**config.mk**
```make
export PLATFORM = sky130hd
export DESIGN_NAME = byte_alu
export DESIGN_NICKNAME = d
export VERILOG_FILES = /design/src/rtl/alu_pkg.sv /design/src/rtl/alu_op_decode.sv /design/src/rtl/alu_fast_path.sv /design/src/rtl/alu_mul_pipe.sv /design/src/rtl/alu_handshake.sv /design/src/rtl/byte_alu.sv
export SDC_FILE = /design/constraint.sdc
export NUM_CORES = 1
export LEC_CHECK = 0
export ABC_AREA = 0
export BUFFER_PORTS_ARGS = -buffer_cell sky130_fd_sc_hd__clkbuf_2
export CAP_MARGIN = 0
export CORE_MARGIN = 2
export CORE_UTILIZATION = 45
export CTS_BUF_LIST = sky130_fd_sc_hd__clkbuf_4 sky130_fd_sc_hd__clkbuf_8
export DETAILED_ROUTE_END_ITERATION = 10
export PLACE_DENSITY = 0.61
export SYNTH_ARGS = -nofsm -noshare
export SYNTH_HDL_FRONTEND = slang
export SYNTH_SLANG_ARGS = --single-unit
```
**constraint.sdc**
```tcl
create_clock -name clk -period 5.93 [get_ports clk]
set_clock_uncertainty 0.05 [all_clocks]
set_input_delay 0.2965 -clock clk [delete_from_list [all_inputs] [get_ports clk]]
set_output_delay 0.2965 -clock clk [all_outputs]
set_load 0.005 [all_outputs]
```
**src/rtl/alu_pkg.sv**
```systemverilog
package alu_pkg;
  localparam int OPCODE_W = 3;

  typedef enum logic [OPCODE_W-1:0] {
    OPC_IDLE = 3'b000,
    OPC_SUM  = 3'b001,
    OPC_CONJ = 3'b010,
    OPC_DIFF = 3'b011,
    OPC_PROD = 3'b100,
    OPC_RSV5 = 3'b101,
    OPC_RSV6 = 3'b110,
    OPC_CLR  = 3'b111
  } opc_e;

  typedef enum logic [1:0] {
    CLS_NULL = 2'd0,
    CLS_FAST = 2'd1,
    CLS_MUL  = 2'd2
  } opcls_e;
endpackage

```
**src/rtl/alu_op_decode.sv**
```systemverilog
module alu_op_decode
  import alu_pkg::*;
(
  input  logic [OPCODE_W-1:0] op,
  output opcls_e              cls
);
  always_comb begin
    case (op)
      OPC_SUM, OPC_CONJ, OPC_DIFF: cls = CLS_FAST;
      OPC_PROD:                    cls = CLS_MUL;
      default:                     cls = CLS_NULL;
    endcase
  end
endmodule

```
**src/rtl/alu_fast_path.sv**
```systemverilog
module alu_fast_path
  import alu_pkg::*;
#(
  parameter int DATA_W = 8,
  localparam int RES_W = 2 * DATA_W
) (
  input  logic [OPCODE_W-1:0] op,
  input  logic [DATA_W-1:0]   a,
  input  logic [DATA_W-1:0]   b,
  output logic [RES_W-1:0]    y
);
  function automatic logic [RES_W-1:0] f_sum(logic [DATA_W-1:0] x, logic [DATA_W-1:0] z);
    logic [DATA_W:0] s;
    s = {1'b0, x} + {1'b0, z};
    return {{(DATA_W-1){1'b0}}, s};
  endfunction

  function automatic logic [RES_W-1:0] f_conj(logic [DATA_W-1:0] x, logic [DATA_W-1:0] z);
    return {{DATA_W{1'b0}}, x & z};
  endfunction

  function automatic logic [RES_W-1:0] f_diff(logic [DATA_W-1:0] x, logic [DATA_W-1:0] z);
    return {{DATA_W{1'b0}}, x ^ z};
  endfunction

  always_comb begin
    case (op)
      OPC_SUM:  y = f_sum(a, b);
      OPC_CONJ: y = f_conj(a, b);
      OPC_DIFF: y = f_diff(a, b);
      default:  y = '0;
    endcase
  end
endmodule

```
**src/rtl/alu_mul_pipe.sv**
```systemverilog
module alu_mul_pipe #(
  parameter int DATA_W = 8,
  parameter int STAGES = 3,
  localparam int RES_W = 2 * DATA_W,
  localparam int MID   = STAGES - 2
) (
  input  logic              clk,
  input  logic              rst_n,
  input  logic              launch,
  input  logic [DATA_W-1:0] a,
  input  logic [DATA_W-1:0] b,
  output logic              busy,
  output logic              out_valid,
  output logic [RES_W-1:0]  out_prod
);
  function automatic logic [RES_W-1:0] f_prod(logic [DATA_W-1:0] x, logic [DATA_W-1:0] z);
    logic [RES_W-1:0] xe;
    logic [RES_W-1:0] ze;
    xe = {{DATA_W{1'b0}}, x};
    ze = {{DATA_W{1'b0}}, z};
    return xe * ze;
  endfunction

  logic [DATA_W-1:0] a_q;
  logic [DATA_W-1:0] b_q;
  logic              v0_q;
  logic [RES_W-1:0]  prod_c;
  logic [MID-1:0]    v_q;
  logic [RES_W-1:0]  p_q [MID];

  always_ff @(posedge clk) begin
    if (!rst_n) begin
      v0_q <= 1'b0;
      a_q  <= '0;
      b_q  <= '0;
    end else begin
      v0_q <= launch;
      if (launch) begin
        a_q <= a;
        b_q <= b;
      end
    end
  end

  assign prod_c = f_prod(a_q, b_q);

  for (genvar g = 0; g < MID; g++) begin : g_stage
    if (g == 0) begin : g_first
      always_ff @(posedge clk) begin
        if (!rst_n) begin
          v_q[g] <= 1'b0;
          p_q[g] <= '0;
        end else begin
          v_q[g] <= v0_q;
          if (v0_q) p_q[g] <= prod_c;
        end
      end
    end else begin : g_next
      always_ff @(posedge clk) begin
        if (!rst_n) begin
          v_q[g] <= 1'b0;
          p_q[g] <= '0;
        end else begin
          v_q[g] <= v_q[g-1];
          if (v_q[g-1]) p_q[g] <= p_q[g-1];
        end
      end
    end
  end

  assign out_valid = v_q[MID-1];
  assign out_prod  = p_q[MID-1];
  assign busy      = v0_q | (|v_q);
endmodule

```
**src/rtl/alu_handshake.sv**
```systemverilog
module alu_handshake (
  input  logic clk,
  input  logic rst_n,
  input  logic start,
  input  logic busy,
  output logic accept
);
  logic armed_q;

  assign accept = start && armed_q && !busy;

  always_ff @(posedge clk) begin
    if (!rst_n)      armed_q <= 1'b1;
    else if (accept) armed_q <= 1'b0;
    else if (!start) armed_q <= 1'b1;
  end
endmodule

```
**src/rtl/byte_alu.sv**
```systemverilog
module byte_alu
  import alu_pkg::*;
#(
  parameter int DATA_W     = 8,
  parameter int MUL_STAGES = 3,
  localparam int RES_W     = 2 * DATA_W
) (
  input  logic                clk,
  input  logic                rst_n,
  input  logic                start,
  input  logic [OPCODE_W-1:0] op,
  input  logic [DATA_W-1:0]   a,
  input  logic [DATA_W-1:0]   b,
  output logic                done,
  output logic [RES_W-1:0]    result
);
  opcls_e           cls;
  logic             accept;
  logic             mul_busy;
  logic             mul_out_valid;
  logic [RES_W-1:0] mul_prod;
  logic [RES_W-1:0] fast_y;
  logic             acc_fast;
  logic             acc_mul;
  logic             acc_null;

  alu_op_decode u_dec (.op(op), .cls(cls));

  alu_handshake u_hs (
    .clk(clk), .rst_n(rst_n), .start(start), .busy(mul_busy), .accept(accept)
  );

  alu_fast_path #(.DATA_W(DATA_W)) u_fast (
    .op(op), .a(a), .b(b), .y(fast_y)
  );

  assign acc_fast = accept && (cls == CLS_FAST);
  assign acc_mul  = accept && (cls == CLS_MUL);
  assign acc_null = accept && (cls == CLS_NULL);

  alu_mul_pipe #(.DATA_W(DATA_W), .STAGES(MUL_STAGES)) u_mul (
    .clk(clk), .rst_n(rst_n), .launch(acc_mul), .a(a), .b(b),
    .busy(mul_busy), .out_valid(mul_out_valid), .out_prod(mul_prod)
  );

  always_ff @(posedge clk) begin
    if (!rst_n) begin
      done   <= 1'b0;
      result <= '0;
    end else begin
      done <= acc_fast | mul_out_valid;
      if (acc_fast)           result <= fast_y;
      else if (mul_out_valid) result <= mul_prod;
    end
  end
endmodule

```
# Yosys cells after proc, flatten, opt, wreduce, memory -nomap -nowiden
# Memory sizes are Yosys's and may differ from the RTL's.
# Index checks and enable logic that the tools add are counted.
# totals
output_inout_bits,17
ram_bits,16
romBits,0
wordCells,41
latch_bits,0
in_bits,22
register_bits,36
memories,1
# memory_table
memory,words,width,read_ports,rd_clocked_by_memory_dff,wr,line,text
u_mul.p_q,1,16,1,0,1,alu_mul_pipe.sv:29,logic [RES_W-1:0] p_q [MID];
# op_classes
n_shift,0
muxes,12
reduce_logical,8
bitwise,4
div,0
n_lt_le_gt_ge,0
n_eq_ne,7
multipliers,1
n_addsub,1
# op_table
op,n
16-bit 2-to-1 mux,3
9-bit case mux with 3 select lines,1
8-bit by 8-bit multiplier with 16-bit output,1
16-bit OR reduction,1
8-bit by 8-bit adder with 9-bit output,1
8-bit AND,1
8-bit XOR,1
1-bit 2-to-1 mux,7
3-bit by 2-bit equality test with 1-bit output (second input constant),2
1-bit logical AND,4
2-bit case mux with 2 select lines,1
3-bit by 1-bit equality test with 1-bit output (second input constant),1
3-bit equality test (second input constant),1
3-bit OR reduction,1
2-bit by 1-bit equality test with 1-bit output (second input constant),1
2-bit equality test (second input constant),1
2-bit by 1-bit != test with 1-bit output (second input constant),1
1-bit bitwise OR,2
2-bit nonzero test,1
1-bit logical NOT,1

# Logic depth before layout (Yosys ltp)
# Gate-level depths: netlist (run 1).
# logic_depth
depth_word,6
mapped_depth,15
ltp_nobuf,15

# By module
# From an unflattened synthesis (run 1), not the netlist that was laid out.
# unflattened
hier_cells,495
area_unflattened_um2,4962.3
# modules_own_cells
module,cells_each,seq_area_each_um2,area_per_inst_um2,instances
alu_mul_pipe,330,840.8,3324.4,1
byte_alu,77,340.3,968.4,1
alu_fast_path,81,0.0,610.6,1
alu_handshake,5,20.0,36.3,1
alu_op_decode,2,0.0,22.5,1

# Worst setup path after synthesis (run 1)
# OpenSTA, ideal clock, no wires.
# synth_timing
path_type,reg-to-reg
from,register u_mul.b_q[7]
to,memory u_mul.p_q[0][14] (netlist bit) (data pin)
t_required_ns,5.617
setup_time_ns,0.263
stages_incl_launch_ff,13
arrival_time_ns,3.806
slack_ns,1.811
period_less_slack_ns,4.119
path_buffers,0
cell_sequence,dfxtp_1 -> and2_1 -> fa_1 -> fa_1 -> fa_1 -> inv_1 -> fa_1 -> inv_1 -> ha_1 -> a21o_1 -> o31ai_1 -> o221ai_1 -> mux2i_1
# synth_via
elab_chain_len,2
# synth_lines
item,line,text
"start, declared",alu_mul_pipe.sv:25,logic [DATA_W-1:0] b_q;
"start signal, assigned",alu_mul_pipe.sv:35,b_q <= '0;
"start signal, assigned",alu_mul_pipe.sv:40,b_q <= b;
8-bit by 8-bit multiplier with 16-bit output,alu_mul_pipe.sv:21,return xe * ze;
16-bit 2-to-1 mux (no line),n/a,
"end, declared",alu_mul_pipe.sv:29,
# No other way between the ends.

# Worst setup path in the final report (run 1)
# layout_timing
from,register u_mul.b_q[6]
to,memory u_mul.p_q[0][14] (netlist bit) (data pin)
# The elaborated chain is that of the path after synthesis.

==> results.json, run 1 <==
{
  "run_status": "finished, final reports clean",
  "r2r-start": "u_mul.b_q[6]",
  "coreArea_um2": 9860,
  "maxSlewViolCount": 0,
  "endpoint_kind": "flop",
  "first_global_vias": 3312,
  "synth.avg_cell_area_um2": 9.26,
  "r2r_cells": 12,
  "worstMarginPinSlew_ns": 0.760,
  "clkSinkCount": 52,
  "hp-class": "in2reg",
  "insertion_delay_ns": 0.30,
  "firstDrtPassIters": 5,
  "critPathTopFamily": "adder cells",
  "grt_max_degree": 37,
  "regArea_um2": 1200,
  "slowest_delay_ns": 0.54,
  "die_area_um2": 11100,
  "vias": 3521,
  "fin_crit_sh": 0.742,
  "placed_area_um2": 4910,
  "synth_xor_area_frac": 0.0133,
  "fin_setup_tns_ns": 0,
  "overflow": 0,
  "yosys-top-cells-area": "fa_1 (16%), dfxtp_1 (16%), ha_1 (12%)",
  "cp.required_ns": 5.93,
  "routed_wl_um": 9980,
  "drt-initial-drc-count": 177,
  "worst-path-buf-inv": 2,
  "maxCapViolations": 0,
  "synth_fa_ha_area_frac": 0.280,
  "hold_viol": 0,
  "dp_slack_ns": 1.54,
  "timing.fmax_mhz": 227,
  "setup-violations-final": 0,
  "async_reset_ff_frac": 0,
  "root_buffer": "clkbuf_8",
  "syn-instance-count": 497,
  "antenna_found_initial": 0,
  "rows": 36,
  "yosysSeqAreaShare": 0.261,
  "io_pins": 39,
  "synth_ff_type": "dfxtp_1",
  "cts_tree": "yes",
  "post_cts_buffers": 0,
  "synthSimpleGateAreaFrac": 0.217,
  "synth_top_area_share": 0.161,
  "synth_compound_area_frac": 0.118,
  "final_cell_area_um2": 5040,
  "wl_per_cell_um": 15.0,
  "syn_area_um2": 4600,
  "drive_above_1_share": 0.107,
  "max-vdd-ir-drop_v": 0.000121,
  "initial_core_util": 0.467,
  "yosys.cell_types.count": 54,
  "power.leakage_nw": 2.37,
  "power_density_nw_per_um2": 153,
  "route.detailed.drc": 0,
  "ys_seq_elements": 52,
  "viasPerCell": 5.30,
  "worstSetupPathType": "reg2reg",
  "die-height_um": 105,
  "path_clk_slew_ns": 0.10,
  "rsz0062_at_grt": "no",
  "layout.nets": 633,
  "synth_edf_count": 16,
  "portBuffers": 38,
  "crit_path_top_delay_cell": "fa_1",
  "hold_buffers": 0,
  "cts_buffer_depth": 2,
  "cts_inserted_buffers": 5,
  "cp_max_fo": 9,
  "hold_path_end": "u_hs.armed_q",
  "area_delta_synth_final_pct": 9.51,
  "min-delay-start": "start",
  "yosysWarnings": 0,
  "crit_chain": "and2_1, fa_1, fa_1, fa_1, inv_1, fa_1, inv_1, ha_1, a21o_1, o31ai_1, o221ai_1, mux2i_1",
  "antennaDiodeCount": 0,
  "drtAntennaViolNets": 0,
  "synth_top_family_by_area": "adder cells",
  "die_w_um": 105,
  "reg2reg_to": "u_mul.p_q[0][14]",
  "fin_total_pwr_mw": 0.770,
  "grt_pass1_wl_um": 16800,
  "fin_crit_ns": 4.40,
  "multiInputGateArea_um2": 3150,
  "worstPathArrival_ns": 4.40,
  "place.gp.congestion": 0.853,
  "yosys.area.top_type": "fa_1",
  "dp_hpwl_um": 8130,
  "holdPathStages": 2,
  "setup_ws_ns": 1.53,
  "slew_headroom": 0.493,
  "track_usage": 0.187,
  "crit_top_cell": "fa_1",
  "r2r_slack_ns": 1.53,
  "fin_util": 0.511,
  "cts_htree_levels": 2,
  "fill_cells": 918,
  "cp-start-kind": "flop",
  "synth_nets": 600,
  "post_cts_resized": 0,
  "synth_mux_area_frac": 0.0557
}
[synthesized netlist by cell type (3+ instances only)]
| cell type | count |
|---|---|
| inv_1 | 50 |
| and2_1 | 57 |
| o211ai_1 | 3 |
| clkbuf_1 | 7 |
| or3_1 | 3 |
| a22oi_1 | 4 |
| mux2i_1 | 20 |
| and3_1 | 9 |
| nor2b_1 | 5 |
| a21o_1 | 4 |
| fa_1 | 37 |
| edfxtp_1 | 16 |
| o21a_1 | 3 |
| a21oi_1 | 14 |
| mux2_2 | 5 |
| nand3_1 | 4 |
| dfxtp_1 | 36 |
| nor2_1 | 22 |
| buf_2 | 5 |
| xnor2_1 | 5 |
| ha_1 | 44 |
| a21boi_0 | 14 |
| nand2b_1 | 7 |
| nand2_1 | 58 |
| nor4_1 | 3 |
| a211oi_1 | 4 |
| o221ai_1 | 3 |
| a21boi_1 | 3 |
| o21ai_0 | 12 |
| nor3_1 | 10 |
[cell usage in the layout (no fill, tap or decap), types with 3 or more instances in the layout]
master,count
nor4_1,3
nor2b_1,5
o211ai_1,3
o21a_1,3
edfxtp_1,16
nand3_1,4
ha_1,44
mux2i_1,20
a211oi_1,4
nand2b_1,7
nor3_1,10
a21boi_1,3
a21o_1,4
and3_1,9
xnor2_1,5
nand2_1,58
a22oi_1,4
clkbuf_2,38
clkbuf_8,5
and2_1,57
mux2_2,5
o21ai_0,12
a21oi_1,14
dfxtp_1,36
nor2_1,22
or3_1,3
fa_1,37
inv_1,50
o221ai_1,3
a21boi_0,14
[worst max path at each step]
stage	from	end	slack (ns)	cells after the start
CTS	u_mul.b_q[5]	u_mul.p_q[0][12]	1.52	12
floorplan	u_mul.b_q[7]	u_mul.p_q[0][14]	1.81	12
finish	u_mul.b_q[6]	u_mul.p_q[0][14]	1.53	12
global route	u_mul.a_q[3]	u_mul.p_q[0][14]	1.27	12
detailed placement	u_mul.b_q[6]	u_mul.p_q[0][14]	1.54	12
global placement	u_mul.b_q[5]	u_mul.p_q[0][14]	1.59	12
[flip-flops by register name (all words and copies together), names as in the netlist]
register and count:
result 16, u_mul.p_q 16, done 1, u_hs.armed_q 1
u_mul.v0_q 1, u_mul.a_q 8, u_mul.b_q 8, u_mul.out_valid 1
[cells by family after synthesis]
logic type | after synthesis
flops | 52
mux | 25
xor+xnor | 7
fa+ha+maj | 81
buf+inv | 64
simple gates | 190
compound gates | 78
[per-layer routing]
layer | share of wire | wire (µm) | up-vias | GRT usage
met5 | 0 | 0 | - | 0
met4 | 0.0062 | 62 | 0 | 0.0343
met3 | 0.025 | 245 | 4 | 0.0193
met2 | 0.48 | 4780 | 68 | 0.304
met1 | 0.49 | 4890 | 1697 | 0.271
li1 | - | - | 1752 | -
[where the power goes]
part | internal, mW | leakage [nW] | switching (mW)
clock network | 0.173 | 0.0688 | 0.122
registers | 0.376 | 0.457 | 0.00805
logic | 0.0382 | 1.84 | 0.0513
[per-stage QoR]
| step | hold slack, ns | cells |
|---|---|---|
| 2_1_floorplan | 0.318 | 497 |
| 3_3_place_gp | 0.411 | 656 |
| 3_5_place_dp | 0.427 | 656 |
| 4_1_cts | 0.102 | 664 |
| 5_1_grt | 0.117 | 664 |
| 6_report | 0.119 | 664 |
[cell type report]
class | count | area share
clock buffers | 6 | 0.0151
clock inverters | 2 | 0.0119
inverters | 51 | 0.0380
multi-input cells | 381 | 0.625
flip-flops and latches | 52 | 0.238
well taps | 133 | 0.0330
repair buffers | 39 | 0.0392
Note: power is estimated with default switching activity, not from simulation.
==> run 2: changes to the inputs <==
PLACE_DENSITY = 0.63   (was 0.61)
clock period = 3.9 ns   (was 5.93 ns; I/O delays follow)
==> run 2 against run 1 <==
Effect of this change:
- the run now ends with setup timing left
- non-clock buffer count is 32 higher
- clock-buffer cell count stayed put
- register-to-register slack worse by 1.6 ns
- fmax grew 11%
- die area did not move
- combinational power increased by 66%
- critical path type unchanged
- largest cell class unchanged
- highest routed layer unchanged
==> results.json, run 2 (same netlist as run 1, synthesis figures left out) <==
{
  "overflow": 0,
  "min-delay-start": "a[4]",
  "setup-violations-final": 3,
  "drtAntennaViolNets": 0,
  "drive_above_1_share": 0.252,
  "rows": 36,
  "wl_met2_um": 5570,
  "io_pins": 39,
  "rsz0062_at_grt": "yes",
  "cts_inserted_buffers": 5,
  "timing.fmax_mhz": 252,
  "clkSinkCount": 52,
  "slew_headroom": 0.493,
  "critPathLaunch": "u_mul.b_q[7]",
  "maxSlewViolCount": 0,
  "largest_registers": "result x16, u_mul.p_q x16",
  "worstPathArrival_ns": 3.98,
  "wl_per_cell_um": 15.4,
  "insertion_delay_ns": 0.32,
  "fill_cells": 896,
  "violations": "setup timing",
  "antenna_found_initial": 0,
  "dp_slack_ns": -0.253,
  "die-height_um": 105,
  "cts_htree_levels": 2,
  "place.gp.congestion": 0.851,
  "firstDrtPassIters": 4,
  "root_buffer": "clkbuf_8",
  "wl_met1_um": 4730,
  "worstSetupPathType": "reg2reg",
  "fin_util": 0.557,
  "grt_pass1_wl_um": 18500,
  "maxCapViolations": 0,
  "dp_hpwl_um": 8520,
  "grt_max_degree": 37,
  "antennaDiodeCount": 0,
  "cp-start-kind": "flop",
  "endpoint_kind": "flop",
  "fin_crit_ns": 3.96,
  "portBuffers": 38,
  "cts_tree": "yes",
  "cp_max_fo": 5,
  "die_area_um2": 11100,
  "die_w_um": 105,
  "hp-class": "in2reg",
  "layout.nets": 665,
  "cp.required_ns": 3.92,
  "power_density_nw_per_um2": 191,
  "coreArea_um2": 9860,
  "fin_crit_sh": 1.02,
  "viasPerCell": 5.27,
  "instances_no_fill": 696,
  "r2r-start": "u_mul.b_q[7]",
  "route.detailed.drc": 0,
  "routed_wl_um": 10700,
  "initial_core_util": 0.467,
  "mostFrequentLayoutCells": "nand2_1 (54), and2_1 (49), inv_1 (46)",
  "setup_ws_ns": -0.0607,
  "mostFrequentLayoutCell": "nand2_1",
  "first_global_vias": 3900,
  "area_delta_synth_final_pct": 19.3,
  "max-vdd-ir-drop_v": 0.000149,
  "regArea_um2": 1250,
  "worstMarginPinSlew_ns": 0.761,
  "holdPathStages": 3,
  "hold_viol": 0,
  "cts_buffer_depth": 2,
  "power.leakage_nw": 2.52,
  "drt-initial-drc-count": 135,
  "route.met3.wl_um": 232,
  "run_status": "finished with violations",
  "multiInputGateArea_um2": 3360,
  "top_layer": "met4",
  "post-place-cells": 682,
  "vias": 3665,
  "fin_setup_tns_ns": -0.101,
  "r2r_cells": 13,
  "path_clk_slew_ns": 0.10,
  "track_usage": 0.209
}
==> run 2: cell count changes in the layout (fill, tap and decap cells not counted), moves of 4 or more <==
cell     delta
and2_4      +8
fa_2        +4
ha_4        +5
ha_1        -6
nand2_1     -4
dfxtp_4    +12
inv_2       +4
o21ai_0     -4
inv_1       -4
dfxtp_1    -13
and2_1      -8
buf_4      +31
fa_1        -4
==> run 2: stage by stage <==
stage	cell area [µm²]	total power [mW]	hold slack, ns
6_report	5490	1.05	0.0886
5_1_grt	5490	1.10	0.0807
4_1_cts	5460	1.06	0.0727
3_5_place_dp	5170	0.740	0.331
3_3_place_gp	5170	0.738	0.317
2_1_floorplan	4680	0.685	0.217
==> run 2: worst max-delay path: stages (launching register included) <==
cell	delay, ns
dfxtp_4	0.37
and2_4	0.16
fa_1	0.57
fa_1	0.44
fa_1	0.49
inv_1	0.05
fa_1	0.49
inv_2	0.05
ha_4	0.28
o211a_1	0.19
o31ai_4	0.10
a21oi_2	0.19
mux2i_1	0.20
nand3_1	0.09
==> run 2: final cells by class <==
cell class	instances	share of cell area
Multi-Input combinational cell	381	0.611
Sequential cell	52	0.227
Timing Repair Buffer	71	0.0802
Inverter	51	0.0348
Tap cell	133	0.0303
Clock buffer	6	0.0139
Clock inverter	2	0.00296
==> run 2: worst paths after layout <==
path / endpoint / slack (ns)
worst max-delay path: u_mul.p_q[0][13] / -0.06
worst min-delay path: u_mul.a_q[4] / 0.09
worst max register to register: u_mul.p_q[0][13] / -0.06
worst min register to register: result[10] / 0.44
==> run 2: layer usage <==
layer	up-vias	GRT usage
met5	-	0
met4	0	0.0657
met3	17	0.0299
met2	45	0.382
met1	1784	0.252
li1	1819	-
==> run 2: report_power, final <==
group          switching, mW  internal, mW  leakage (nW)  total (mW)
Sequential            0.0106         0.565         0.467       0.576
Clock                  0.191         0.135        0.0448       0.326
Combinational         0.0857        0.0636          2.01       0.149
==> run 2: repair_timing <==
item / 4_1_cts / 5_1_grt
cloned: 0 / 0
gates resized for setup: 46 / 8
pin swaps: 29 / 14
hold buffers: 1 / 0
hold endpoints to repair: 1 / 0
buffers inserted: 5 / 0
setup endpoints to repair: 7 / 9
